`config.mk`:
```
export PLATFORM = sky130hd
export DESIGN_NAME = minmax_unit
export DESIGN_NICKNAME = d
export VERILOG_FILES = /design/src/rtl/minmax_pkg.sv /design/src/rtl/minmax_cmp.sv /design/src/rtl/minmax_sel.sv /design/src/rtl/minmax_unit.sv
export SDC_FILE = /design/constraint.sdc
export NUM_CORES = 1
export LEC_CHECK = 0
export BUFFER_PORTS_ARGS = -buffer_cell sky130_fd_sc_hd__buf_2
export CAP_MARGIN = 10
export CORE_ASPECT_RATIO = 1.25
export CORE_MARGIN = 4
export CORE_UTILIZATION = 43
export CTS_CLUSTER_DIAMETER = 50
export DETAILED_ROUTE_END_ITERATION = 8
export PLACE_DENSITY = 0.78
export SYNTH_ARGS = -nofsm -noshare
export SYNTH_HDL_FRONTEND = slang
export SYNTH_SLANG_ARGS = --single-unit
```
`constraint.sdc`:
```
create_clock -name clk -period 3.2 [get_ports clk]
set_clock_uncertainty 0.15 [all_clocks]
set_input_delay 0.48 -clock clk [delete_from_list [all_inputs] [get_ports clk]]
set_output_delay 0.48 -clock clk [all_outputs]
set_load 0.05 [all_outputs]
```
`src/rtl/minmax_pkg.sv`:
```
package minmax_pkg;
   typedef enum logic [1:0] {
      OP_MAXS = 2'b00,
      OP_MAXU = 2'b01,
      OP_MINS = 2'b10,
      OP_MINU = 2'b11
   } mm_op_e;

   typedef struct packed {
      logic lt;
      logic gt;
      logic eq;
      logic so;
   } mm_cond_t;
endpackage

```
`src/rtl/minmax_cmp.sv`:
```
module minmax_cmp #(
   parameter int W = 64,
   parameter bit SPLIT_CMP = 1'b1
) (
   input  logic [W-1:0] a,
   input  logic [W-1:0] b,
   input  logic         is_unsigned,
   output logic         lt,
   output logic         gt,
   output logic         eq
);
   localparam int HI = W - 1;

   initial begin
      if (W < 2) $error("minmax_cmp: W must be at least 2");
   end

   logic ult;
   logic sgn_diff;

   generate
      if (SPLIT_CMP) begin : g_split
         // magnitude compare once, sign bits fix up the signed case
         assign ult      = a < b;
         assign sgn_diff = a[HI] ^ b[HI];
         always_comb begin
            eq = (a == b);
            if (!is_unsigned && sgn_diff) lt = a[HI];
            else                          lt = ult;
            gt = !lt && !eq;
         end
      end else begin : g_direct
         assign ult      = a < b;
         assign sgn_diff = 1'b0;
         always_comb begin
            eq = (a == b);
            lt = is_unsigned ? ult : ($signed(a) < $signed(b));
            gt = is_unsigned ? (a > b) : ($signed(a) > $signed(b));
         end
      end
   endgenerate

   always_comb begin
      assert (!(lt && gt)) else $error("AST_CMP_EXCL");
   end
endmodule

```
`src/rtl/minmax_sel.sv`:
```
module minmax_sel #(
   parameter int W = 64
) (
   input  logic [W-1:0] a,
   input  logic [W-1:0] b,
   input  logic         lt,
   input  logic         gt,
   input  logic         pick_min,
   output logic [W-1:0] y
);
   initial begin
      if (W < 1) $error("minmax_sel: bad width");
   end

   logic take_a;
   assign take_a = pick_min ? lt : gt;
   assign y      = take_a ? a : b;
endmodule

```
`src/rtl/minmax_unit.sv`:
```
module minmax_unit
   import minmax_pkg::*;
#(
   parameter int DATA_W = 64,
   parameter bit SPLIT_CMP = 1'b1
) (
   input  logic              clk,
   input  logic              rst,
   input  logic              in_valid,
   input  logic [1:0]        op,
   input  logic              rec_en,
   input  logic              so_in,
   input  logic [DATA_W-1:0] opa,
   input  logic [DATA_W-1:0] opb,
   output logic              out_valid,
   output logic [DATA_W-1:0] result,
   output logic [3:0]        cond,
   output logic              cond_we
);
   localparam int COND_W = $bits(mm_cond_t);

   initial begin
      if (DATA_W < 2) $error("minmax_unit: DATA_W too small");
      if (COND_W != 4) $error("minmax_unit: condition field must be 4 bits");
   end

   mm_op_e op_q;
   assign op_q = mm_op_e'(op);

   logic is_uns, pick_min;
   assign is_uns   = op_q[0];
   assign pick_min = op_q[1];

   logic c_lt, c_gt, c_eq;
   logic [DATA_W-1:0] sel;

   minmax_cmp #(.W(DATA_W), .SPLIT_CMP(SPLIT_CMP)) u_cmp (
      .a(opa), .b(opb), .is_unsigned(is_uns),
      .lt(c_lt), .gt(c_gt), .eq(c_eq)
   );

   minmax_sel #(.W(DATA_W)) u_sel (
      .a(opa), .b(opb), .lt(c_lt), .gt(c_gt),
      .pick_min(pick_min), .y(sel)
   );

   mm_cond_t cnext, creg;
   always_comb begin
      cnext.lt = c_lt;
      cnext.gt = c_gt;
      cnext.eq = c_eq;
      cnext.so = so_in;
   end

   always_ff @(posedge clk) begin
      if (rst) begin
         out_valid <= 1'b0;
         cond_we   <= 1'b0;
      end else begin
         out_valid <= in_valid;
         cond_we   <= in_valid && rec_en;
      end
      if (in_valid) begin
         result <= sel;
         creg   <= cnext;
      end
   end

   assign cond = creg;

   AST_RESET_CLEAR: assert property (@(posedge clk) rst |=> (!out_valid && !cond_we));
   AST_VALID_LAT: assert property (@(posedge clk) disable iff (rst) in_valid |=> out_valid);
   AST_NO_SPURIOUS: assert property (@(posedge clk) disable iff (rst) !in_valid |=> !out_valid);
   AST_WE_NEEDS_REC: assert property (@(posedge clk) disable iff (rst) (in_valid && !rec_en) |=> !cond_we);
   AST_WE_WITH_REC: assert property (@(posedge clk) disable iff (rst) (in_valid && rec_en) |=> cond_we);
   AST_CODE_ONEHOT: assert property (@(posedge clk) disable iff (rst) cond_we |-> $countones(cond[3:1]) == 1);
   AST_EQ_TIE_B: assert property (@(posedge clk) disable iff (rst) (out_valid && cond[1]) |-> result == $past(opb));
   AST_SO_CARRY: assert property (@(posedge clk) disable iff (rst) in_valid |=> cond[0] == $past(so_in));
endmodule

```
==> impl_metrics.csv, run 1 <==
group,metric,value,unit
timing,drv_slew,0,
critical_path,cp.arrival,3.11,ns
yosys,yosysSeqAreaShare,0.4573,
yosys,ys_types,36,
die,die_w,100.0,um
global_route,grt_pass1_wl,18760,um
yosys,synthCells,381,
routing,initialDrtViolationCount,109,
critical_path,cpPeakStageDelay,0.38,ns
power_and_ir_drop,power,3.505,mW
global_route,antenna_found_initial,1,
routing,wl,13810,um
timing,final.setup.tns,0,ns
global_route,first_global_vias,4088,
cts,clk_pin_slew_worst_paths,0.06,ns
critical_path,cp-start-kind,"input pin",
critical_path,crit_path_end_kind,"flop",
timing,rsz0062_at_grt,"yes",
power_and_ir_drop,powerDensity,489.3,nW/um2
die,dieArea,12310,um2
run_status,outcome,"finished clean",
cts,clockBufferDepth,2,
cts,cts_buffers,9,
placement,place_hpwl,9915,um
routing,drt_pass1_iterations,4,
placement,io_buffers,204,
finish,layout-drive-gt1-share,0.5965,
cts,cts_sinks,70,
placement,gp_congestion,0.8409,
yosys,synth_area,4553,um2
critical_path,slowest_stage,"or3_4",
yosys,ys_ff_latch,70,
finish,final_cell_mix,"buf_2, edfxtp_1, mux2_4, inv_1, ha_1",
routing,vias,4005,
yosys,yosysWarnings,0,
placement,post_dp_cell_area,6215,um2
finish,syn_to_final_growth,57.35,%
yosys,yosysTopAreaCell,"edfxtp_1",
cts,h-tree-depth,3,
routing,drtAntennaViolNets,0,
routing,wl_per_cell,18.03,um
timing,min_period_over_period,0.9942,
critical_path,critPathTopFamily,"compound AO/OA/AOI/OAI gates",
timing,hold_viol,0,
finish,multiInputGateArea,2728,um2
routing,viasPerCell,5.228,
timing,period_needed,3.181,ns
power_and_ir_drop,vdd_drop_max,296.4,uV
timing,slew_headroom,0.5141,
timing,max_freq,0.3143,GHz
timing,setup_viol,0,
die,initial_utilization,0.4460,
finish,nets,831,
global_route,grt_max_degree,42,
die,fp.dieH,123.0,um
power_and_ir_drop,leakagePower,3.447,nW
timing,tightest_slew,0.7288,ns
die,ios,205,
critical_path,required,3.13,ns
yosys,syn_nets,580,
worst_hold_path,hold_path_class,"in -> reg",
cts,root_buffer,"clkbuf_16",
die,coreArea,10210,um2
critical_path,critPathBufInv,3,
yosys,synthTopCellsByArea,"edfxtp_1, ha_1, mux2_1",
critical_path,cp_max_fo,7,
yosys,synth_top_area_share,0.4485,
cts,cts_tree,"done",
critical_path,crit_cells,12,
finish,fillers,715,
worst_hold_path,hp-start,"rst",
critical_path,crit_chain,"buf_2 > ha_1 > nor2b_1 > o211ai_1 > a2111oi_1 > or3_4 > a32oi_1 > a31o_2 > mux2i_4 > buf_8 > clkbuf_16 > mux2_4",
die,rows,41,
job,cap_violations,0,
finish,regArea,2082,um2
routing,drc,0,
finish,stdcell_area,7164,um2
critical_path,crit_type,"in -> reg",
global_route,grt-ovfl-total,0,
critical_path,endpoint,"result[15]$_DFFE_PP_",
placement,dp_cells,740,
global_route,grt.total_usage,0.1953,
finish,antenna_cells,0,
cts,hold_buffers,0,
finish,final_common_cell,"buf_2",
finish,layout.cells.non_filler,766,
critical_path,cp-startpoint,"opa[1]",
yosys,synth_area_per_cell,11.95,um2
==> kinds of logic (layout without fill, tap and decap cells) <==
group                      count (synthesis)  after routing  share of synthesized area
buffers and inverters                     71            327                    0.06842
DFF                                       70             70                     0.4573
muxes                                     66             66                     0.1654
adders and majority gates                 64             64                     0.1759
and+or+nand+nor                           61             61                    0.06788
AOI/OAI and AO/OA                         49             49                    0.06513
==> report_power, final <==
group	switching [mW]	internal, mW
Combinational	0.703	0.477
Clock	0.407	0.764
Sequential	0.0256	1.13
Total	1.14	2.37
==> registers in the layout (all words and copies together) (netlist names) <==
signal / count
result: 64
cond: 4
cond_we: 1
out_valid: 1
==> cell usage after synthesis <==
cell / n
a21o_1: 2
ha_1: 64
mux2i_1: 1
a21oi_1: 24
a21boi_0: 1
dfxtp_1: 2
and2_1: 1
nor3b_1: 1
nor4_2: 1
nand3_1: 10
nand2_1: 17
a221oi_1: 1
a221o_1: 1
mux2_1: 60
buf_6: 6
mux2i_4: 1
o31ai_1: 1
and3_1: 1
or4_1: 1
a31oi_1: 1
a31o_2: 1
nor3_1: 3
a32oi_1: 1
a2111oi_0: 1
o211ai_1: 3
o21bai_1: 1
a211oi_1: 4
mux2_2: 4
inv_1: 65
o21ai_0: 7
edfxtp_1: 68
nand4_1: 11
nor2_1: 9
nor2b_1: 3
nor4_1: 2
or3_1: 1
==> how the worst min path moves through the flow <==
stage	depth (start not counted)	slack (ns)	endpoint
floorplan	1	0.41	out_valid$_SDFF_PP0_
global placement	2	0.49	out_valid$_SDFF_PP0_
detailed placement	2	0.50	out_valid$_SDFF_PP0_
CTS	2	0.14	out_valid$_SDFF_PP0_
global route	2	0.15	out_valid$_SDFF_PP0_
finish	2	0.15	out_valid$_SDFF_PP0_
==> area by class of cell <==
class	count	share of cell area
clock inverter	7	0.01642
timing repair buffer	246	0.2180
sequential	70	0.2906
inverter	65	0.04034
clock buffer	9	0.03144
multi-input combinational	240	0.3807
tap	129	0.02253
==> metal layers <==
metal,GRT usage,wire length [um]
met5,0,13
met2,0.3619,7368
met4,0.06908,283
met3,0.05305,903
met1,0.2129,5244
==> per-stage QoR <==
step / worst slack, ns / util / hold WS, ns
after detailed placement: -0.3974 / 0.6088 / 0.5008
after floorplan: -0.05612 / - / 0.4091
after global placement: -0.3142 / 0.6088 / 0.4929
final: 0.01851 / 0.7018 / 0.1504
after global routing: -0.04042 / 0.7018 / 0.1536
after CTS: -0.03973 / 0.6436 / 0.1411
==> timing repair <==
action | in CTS | in global routing
endpoints found under the setup margin | 44 | 64
resized for setup | 3 | 99
buffers inserted | 0 | 4
cloned | 0 | 6
pin swaps | 0 | 27
Note: power is estimated with default switching activity, not from simulation.
==> run 2, diff against run 1 <==
--- a/config.mk
+++ b/config.mk
@@ -5,14 +5,14 @@
 export SDC_FILE = /design/constraint.sdc
 export NUM_CORES = 1
 export LEC_CHECK = 0
-export BUFFER_PORTS_ARGS = -buffer_cell sky130_fd_sc_hd__buf_2
 export CAP_MARGIN = 10
 export CORE_ASPECT_RATIO = 1.25
 export CORE_MARGIN = 4
-export CORE_UTILIZATION = 43
+export CORE_UTILIZATION = 45
 export CTS_CLUSTER_DIAMETER = 50
 export DETAILED_ROUTE_END_ITERATION = 8
-export PLACE_DENSITY = 0.78
+export DONT_BUFFER_PORTS = 1
+export PLACE_DENSITY = 0.63
 export SYNTH_ARGS = -nofsm -noshare
 export SYNTH_HDL_FRONTEND = slang
 export SYNTH_SLANG_ARGS = --single-unit
==> run 2 against run 1 <==
Effect of this change: critical path depth is the same; total power shrank 9.8%; cell area shrank 22%; sequential share of layout area grew 8.4 points; non-clock buffer count shrank 223; utilization shrank 13 points; critical path type unchanged.
==> impl_metrics.csv, run 2 (same netlist as run 1, synthesis figures left out) <==
group,metric,value,unit
power_and_ir_drop,leakagePower,2.398,nW
cts,clockBufferDepth,2,
timing,rsz0062_at_grt,"no",
routing,drc,0,
finish,stdcell_area,5558,um2
critical_path,cp_max_fo,15,
run_status,outcome,"finished clean",
power_and_ir_drop,vdd_drop_max,300.3,uV
critical_path,crit_path_end_kind,"flop",
cts,cts_tree,"done",
routing,initialDrtViolationCount,95,
timing,setup_viol,0,
worst_hold_path,hold_path_class,"in -> reg",
cts,clk_pin_slew_worst_paths,0.06,ns
cts,root_buffer,"clkbuf_16",
die,fp.dieH,120.5,um
placement,post_dp_cell_area,5120,um2
cts,cts_sinks,70,
cts,h-tree-depth,3,
die,initial_utilization,0.4665,
routing,vias,2993,
job,cap_violations,0,
finish,layout.cells.non_filler,540,
finish,syn_to_final_growth,22.07,%
worst_hold_path,min_path_cells,1,
die,coreArea,9759,um2
routing,drt_pass1_iterations,4,
global_route,antenna_found_initial,0,
timing,max_freq,0.3249,GHz
critical_path,required,3.12,ns
global_route,grt.total_usage,0.1813,
global_route,grt_pass1_wl,16720,um
finish,layout-drive-gt1-share,0.2488,
timing,period_needed,3.078,ns
cts,hold_buffers,0,
finish,antenna_cells,0,
global_route,grt-ovfl-total,0,
finish,nets,608,
die,dieArea,11800,um2
cts,cts_buffers,9,
timing,whs,0.07302,ns
worst_hold_path,hp-start,"rst",
routing,wl_per_cell,19.98,um
power_and_ir_drop,power,3.161,mW
timing,final.setup.tns,0,ns
placement,io_buffers,0,
routing,wl,10790,um
placement,gp_congestion,0.7859,
power_and_ir_drop,powerDensity,568.8,nW/um2
routing,viasPerCell,5.543,
critical_path,cp-start-kind,"input pin",
timing,slew_headroom,0.6497,
placement,place_hpwl,8558,um
finish,final_cell_mix,"edfxtp_1, inv_1, ha_1, mux2_1, mux2_4",
die,ios,205,
worst_hold_path,whs_endpoint,"out_valid$_SDFF_PP0_",
die,die_w,97.97,um
timing,hold_viol,0,
timing,drv_slew,0,
timing,tightest_slew,0.5266,ns
critical_path,crit_type,"in -> reg",
finish,final_common_cell,"edfxtp_1",
routing,drtAntennaViolNets,0,
die,rows,40,
global_route,first_global_vias,3319,
finish,top_register,"result",
timing,min_period_over_period,0.9617,
critical_path,cp.arrival,3.00,ns
placement,dp_cells,522,
finish,largest_reg_flops,64,
global_route,grt_max_degree,70,
[run 2: cell count changes in the layout (fill, tap and decap cells not counted), sizes merged]
cell	before	now
buf	242	22
clkbuf	13	12
clkinvlp	0	2
inv	66	65
clkinv	3	0
[run 2: per-stage QoR]
| step | utilization | setup slack, ns |
|---|---|---|
| global route | 0.5695 | 0.002842 |
| detailed placement | 0.5246 | -0.3860 |
| finish | 0.5695 | 0.1225 |
| floorplan | - | -0.05612 |
| CTS | 0.5619 | 0.02387 |
| global placement | 0.5246 | -0.3131 |
[run 2: what timing repair did]
| item | in CTS | in global routing |
|---|---|---|
| setup buffers | 0 | 2 |
| resized for setup | 1 | 7 |
| gates cloned | 0 | 1 |
| endpoints found under the hold margin | 0 | 0 |
| setup endpoints to repair | 15 | 57 |
| pin swaps | 0 | 7 |
[run 2: power by group]
group	switching, mW	internal, mW
registers	0.385	1.14
logic	0.194	0.260
clock network	0.378	0.804
total	0.957	2.20
[run 2: cell type report]
type / count / area, um2
multi-input cells: 240 / 2445
inverters: 65 / 284.0
clock buffers: 11 / 252.7
well taps: 126 / 157.7
clock inverters: 5 / 105.1
fillers: 812 / 4202
repair buffers: 23 / 231.5
flip-flops and latches: 70 / 2082
[run 2: worst max-delay path: stages]
cell     delay, ns
inv_4         0.02
ha_4          0.22
nand4_1       0.12
nor2_1        0.06
a221o_1       0.33
or3_1         0.39
a32oi_1       0.18
a31o_2        0.23
mux2i_4       0.25
buf_12        0.14
buf_6         0.20
mux2_1        0.35
[run 2: routing by layer]
layer	up-vias	global-route usage	part of all wire
li1	1454	-	-
met1	1393	0.1689	0.33
met2	128	0.3390	0.54
met4	0	0.07619	0.024
met5	-	0	0
met3	18	0.08021	0.10
[run 2: how the worst max path moves through the flow]
stage	startpoint	endpoint	cells past startpoint
2_1_floorplan	opb[13]	result[10]$_DFFE_PP_	11
5_1_grt	opb[5]	result[63]$_DFFE_PP_	12
3_5_place_dp	opb[30]	result[38]$_DFFE_PP_	12
6_report	opb[9]	result[48]$_DFFE_PP_	12
4_1_cts	opb[30]	result[27]$_DFFE_PP_	12
3_3_place_gp	opb[30]	result[27]$_DFFE_PP_	12
==> run 3, diff against run 2 <==
--- a/config.mk
+++ b/config.mk
@@ -5,14 +5,14 @@
 export SDC_FILE = /design/constraint.sdc
 export NUM_CORES = 1
 export LEC_CHECK = 0
+export BUFFER_PORTS_ARGS = -buffer_cell sky130_fd_sc_hd__buf_2
 export CAP_MARGIN = 10
 export CORE_ASPECT_RATIO = 1.25
 export CORE_MARGIN = 4
-export CORE_UTILIZATION = 45
+export CORE_UTILIZATION = 43
 export CTS_CLUSTER_DIAMETER = 50
 export DETAILED_ROUTE_END_ITERATION = 8
-export DONT_BUFFER_PORTS = 1
-export PLACE_DENSITY = 0.63
+export PLACE_DENSITY = 0.77
 export SYNTH_ARGS = -nofsm -noshare
 export SYNTH_HDL_FRONTEND = slang
 export SYNTH_SLANG_ARGS = --single-unit
==> run 3 against run 2 <==
Effect of this change: largest cell class unchanged; worst setup slack got worse by 0.12 ns; highest routed layer is now met5; critical path depth did not move; combinational power rose to 2.6 times the previous value; cell area rose by 26%; clock-buffer cell count did not move; critical path type unchanged; first-iteration DRC count fell by 9.5%; flip-flop and latch count did not move; sequential share of layout area fell by 7.8 points; global-route usage rose by 1.9 points; via count rose by 32%; worst hold slack improved by 0.10 ns; clock power fell by 13%.
==> impl_metrics.csv, run 3 (same netlist as run 1, synthesis figures left out) <==
group,metric,value,unit
run_status,outcome,"finished clean",
global_route,grt.total_usage,0.2000,
timing,tightest_slew,0.6989,ns
die,rows,41,
power_and_ir_drop,leakagePower,3.498,nW
global_route,antenna_found_initial,2,
timing,min_period_over_period,0.9985,
finish,layout-drive-gt1-share,0.5656,
worst_hold_path,min_path_cells,1,
routing,vias,3947,
finish,nets,834,
timing,max_freq,0.3130,GHz
finish,final_cell_mix,"buf_2, edfxtp_1, mux2_4, inv_1, ha_1",
routing,viasPerCell,5.126,
timing,setup_viol,0,
critical_path,required,3.12,ns
job,cap_violations,0,
routing,drtAntennaViolNets,0,
power_and_ir_drop,powerDensity,480.2,nW/um2
timing,final.setup.tns,0,ns
global_route,grt_max_degree,29,
die,fp.dieH,123.0,um
cts,clockBufferDepth,2,
finish,syn_to_final_growth,54.27,%
worst_hold_path,hp-start,"so_in",
critical_path,cp.arrival,3.12,ns
placement,place_hpwl,9969,um
global_route,first_global_vias,4128,
critical_path,slowest_stage,"or3_4",
critical_path,cpPeakStageDelay,0.39,ns
routing,wl,13500,um
critical_path,critPathBufInv,3,
worst_hold_path,hold_path_class,"in -> reg",
finish,top_register,"result",
finish,fillers,774,
power_and_ir_drop,power,3.373,mW
finish,layout.cells.non_filler,770,
die,coreArea,10210,um2
timing,hold_viol,0,
die,die_w,100.0,um
routing,initialDrtViolationCount,86,
timing,rsz0062_at_grt,"yes",
routing,drt_pass1_iterations,4,
die,initial_utilization,0.4460,
global_route,grt_pass1_wl,19130,um
cts,h-tree-depth,3,
cts,cts_sinks,70,
cts,clk_pin_slew_worst_paths,0.06,ns
finish,final_common_cell,"buf_2",
timing,whs,0.1760,ns
routing,wl_per_cell,17.53,um
routing,drc,0,
worst_hold_path,whs_endpoint,"cond[0]$_DFFE_PP_",
finish,stdcell_area,7024,um2
critical_path,crit_type,"in -> reg",
die,ios,205,
critical_path,cp-start-kind,"input pin",
placement,gp_congestion,0.8635,
cts,cts_buffers,9,
finish,multiInputGateArea,2594,um2
critical_path,crit_chain,"buf_2 > ha_1 > a21oi_2 > o21ai_1 > a221o_1 > or3_4 > a32oi_2 > a31o_2 > mux2i_4 > buf_6 > clkbuf_16 > mux2_4",
timing,layout_setup_ws,0.004791,ns
timing,slew_headroom,0.5341,
global_route,grt-ovfl-total,0,
cts,hold_buffers,0,
finish,largest_reg_flops,64,
power_and_ir_drop,vdd_drop_max,299.9,uV
finish,regArea,2082,um2
placement,post_dp_cell_area,6227,um2
timing,period_needed,3.195,ns
critical_path,cp-startpoint,"opa[4]",
critical_path,crit_path_end_kind,"flop",
die,dieArea,12310,um2
finish,utilization,0.6881,
placement,io_buffers,204,
timing,drv_slew,0,
critical_path,cp_max_fo,6,
critical_path,critPathTopFamily,"compound AO/OA/AOI/OAI gates",
placement,dp_slack,-0.4058,ns
cts,root_buffer,"clkbuf_16",
cts,cts_tree,"done",
placement,dp_cells,740,
[run 3: cell count changes in the layout (fill, tap and decap cells not counted), sizes merged]
cell      before  now
buf           22  245
clkbuf        12   15
bufinv         3    1
clkinv         0    2
clkinvlp       2    3
diode          0    1
inv           65   64
[run 3: cell type report]
class / instances / share of cell area
Antenna cell: 1 / 0.0003563
Sequential cell: 70 / 0.2964
Clock buffer: 11 / 0.03598
Timing Repair Buffer: 249 / 0.2260
Multi-Input combinational cell: 240 / 0.3693
Clock inverter: 5 / 0.008194
Inverter: 65 / 0.04079
Tap cell: 129 / 0.02298
[run 3: routing by layer]
layer | GRT usage | vias up | routed length, um
met4 | 0.08172 | 2 | 349
met3 | 0.04289 | 27 | 968
met2 | 0.3785 | 152 | 7276
li1 | - | 1908 | -
met1 | 0.2137 | 1858 | 4894
met5 | 0 | - | 8
[run 3: what timing repair did]
item                                    in CTS  in global routing
gates cloned                                 2                  5
pin swaps                                    7                 18
gates resized for setup                     17                 55
endpoints found under the setup margin      54                 64
setup buffers                                4                  3
[run 3: worst max path at each step]
stage / endpoint / depth (start not counted)
floorplan: result[10]$_DFFE_PP_ / 11
global placement: result[0]$_DFFE_PP_ / 12
detailed placement: result[48]$_DFFE_PP_ / 12
CTS: result[1]$_DFFE_PP_ / 12
global route: result[14]$_DFFE_PP_ / 12
finish: result[15]$_DFFE_PP_ / 12
[run 3: power by group]
group          internal (mW)  switching, mW  leakage (nW)
Clock                  0.644          0.386         0.144
Sequential              1.13         0.0258         0.682
Combinational          0.493          0.694          2.67
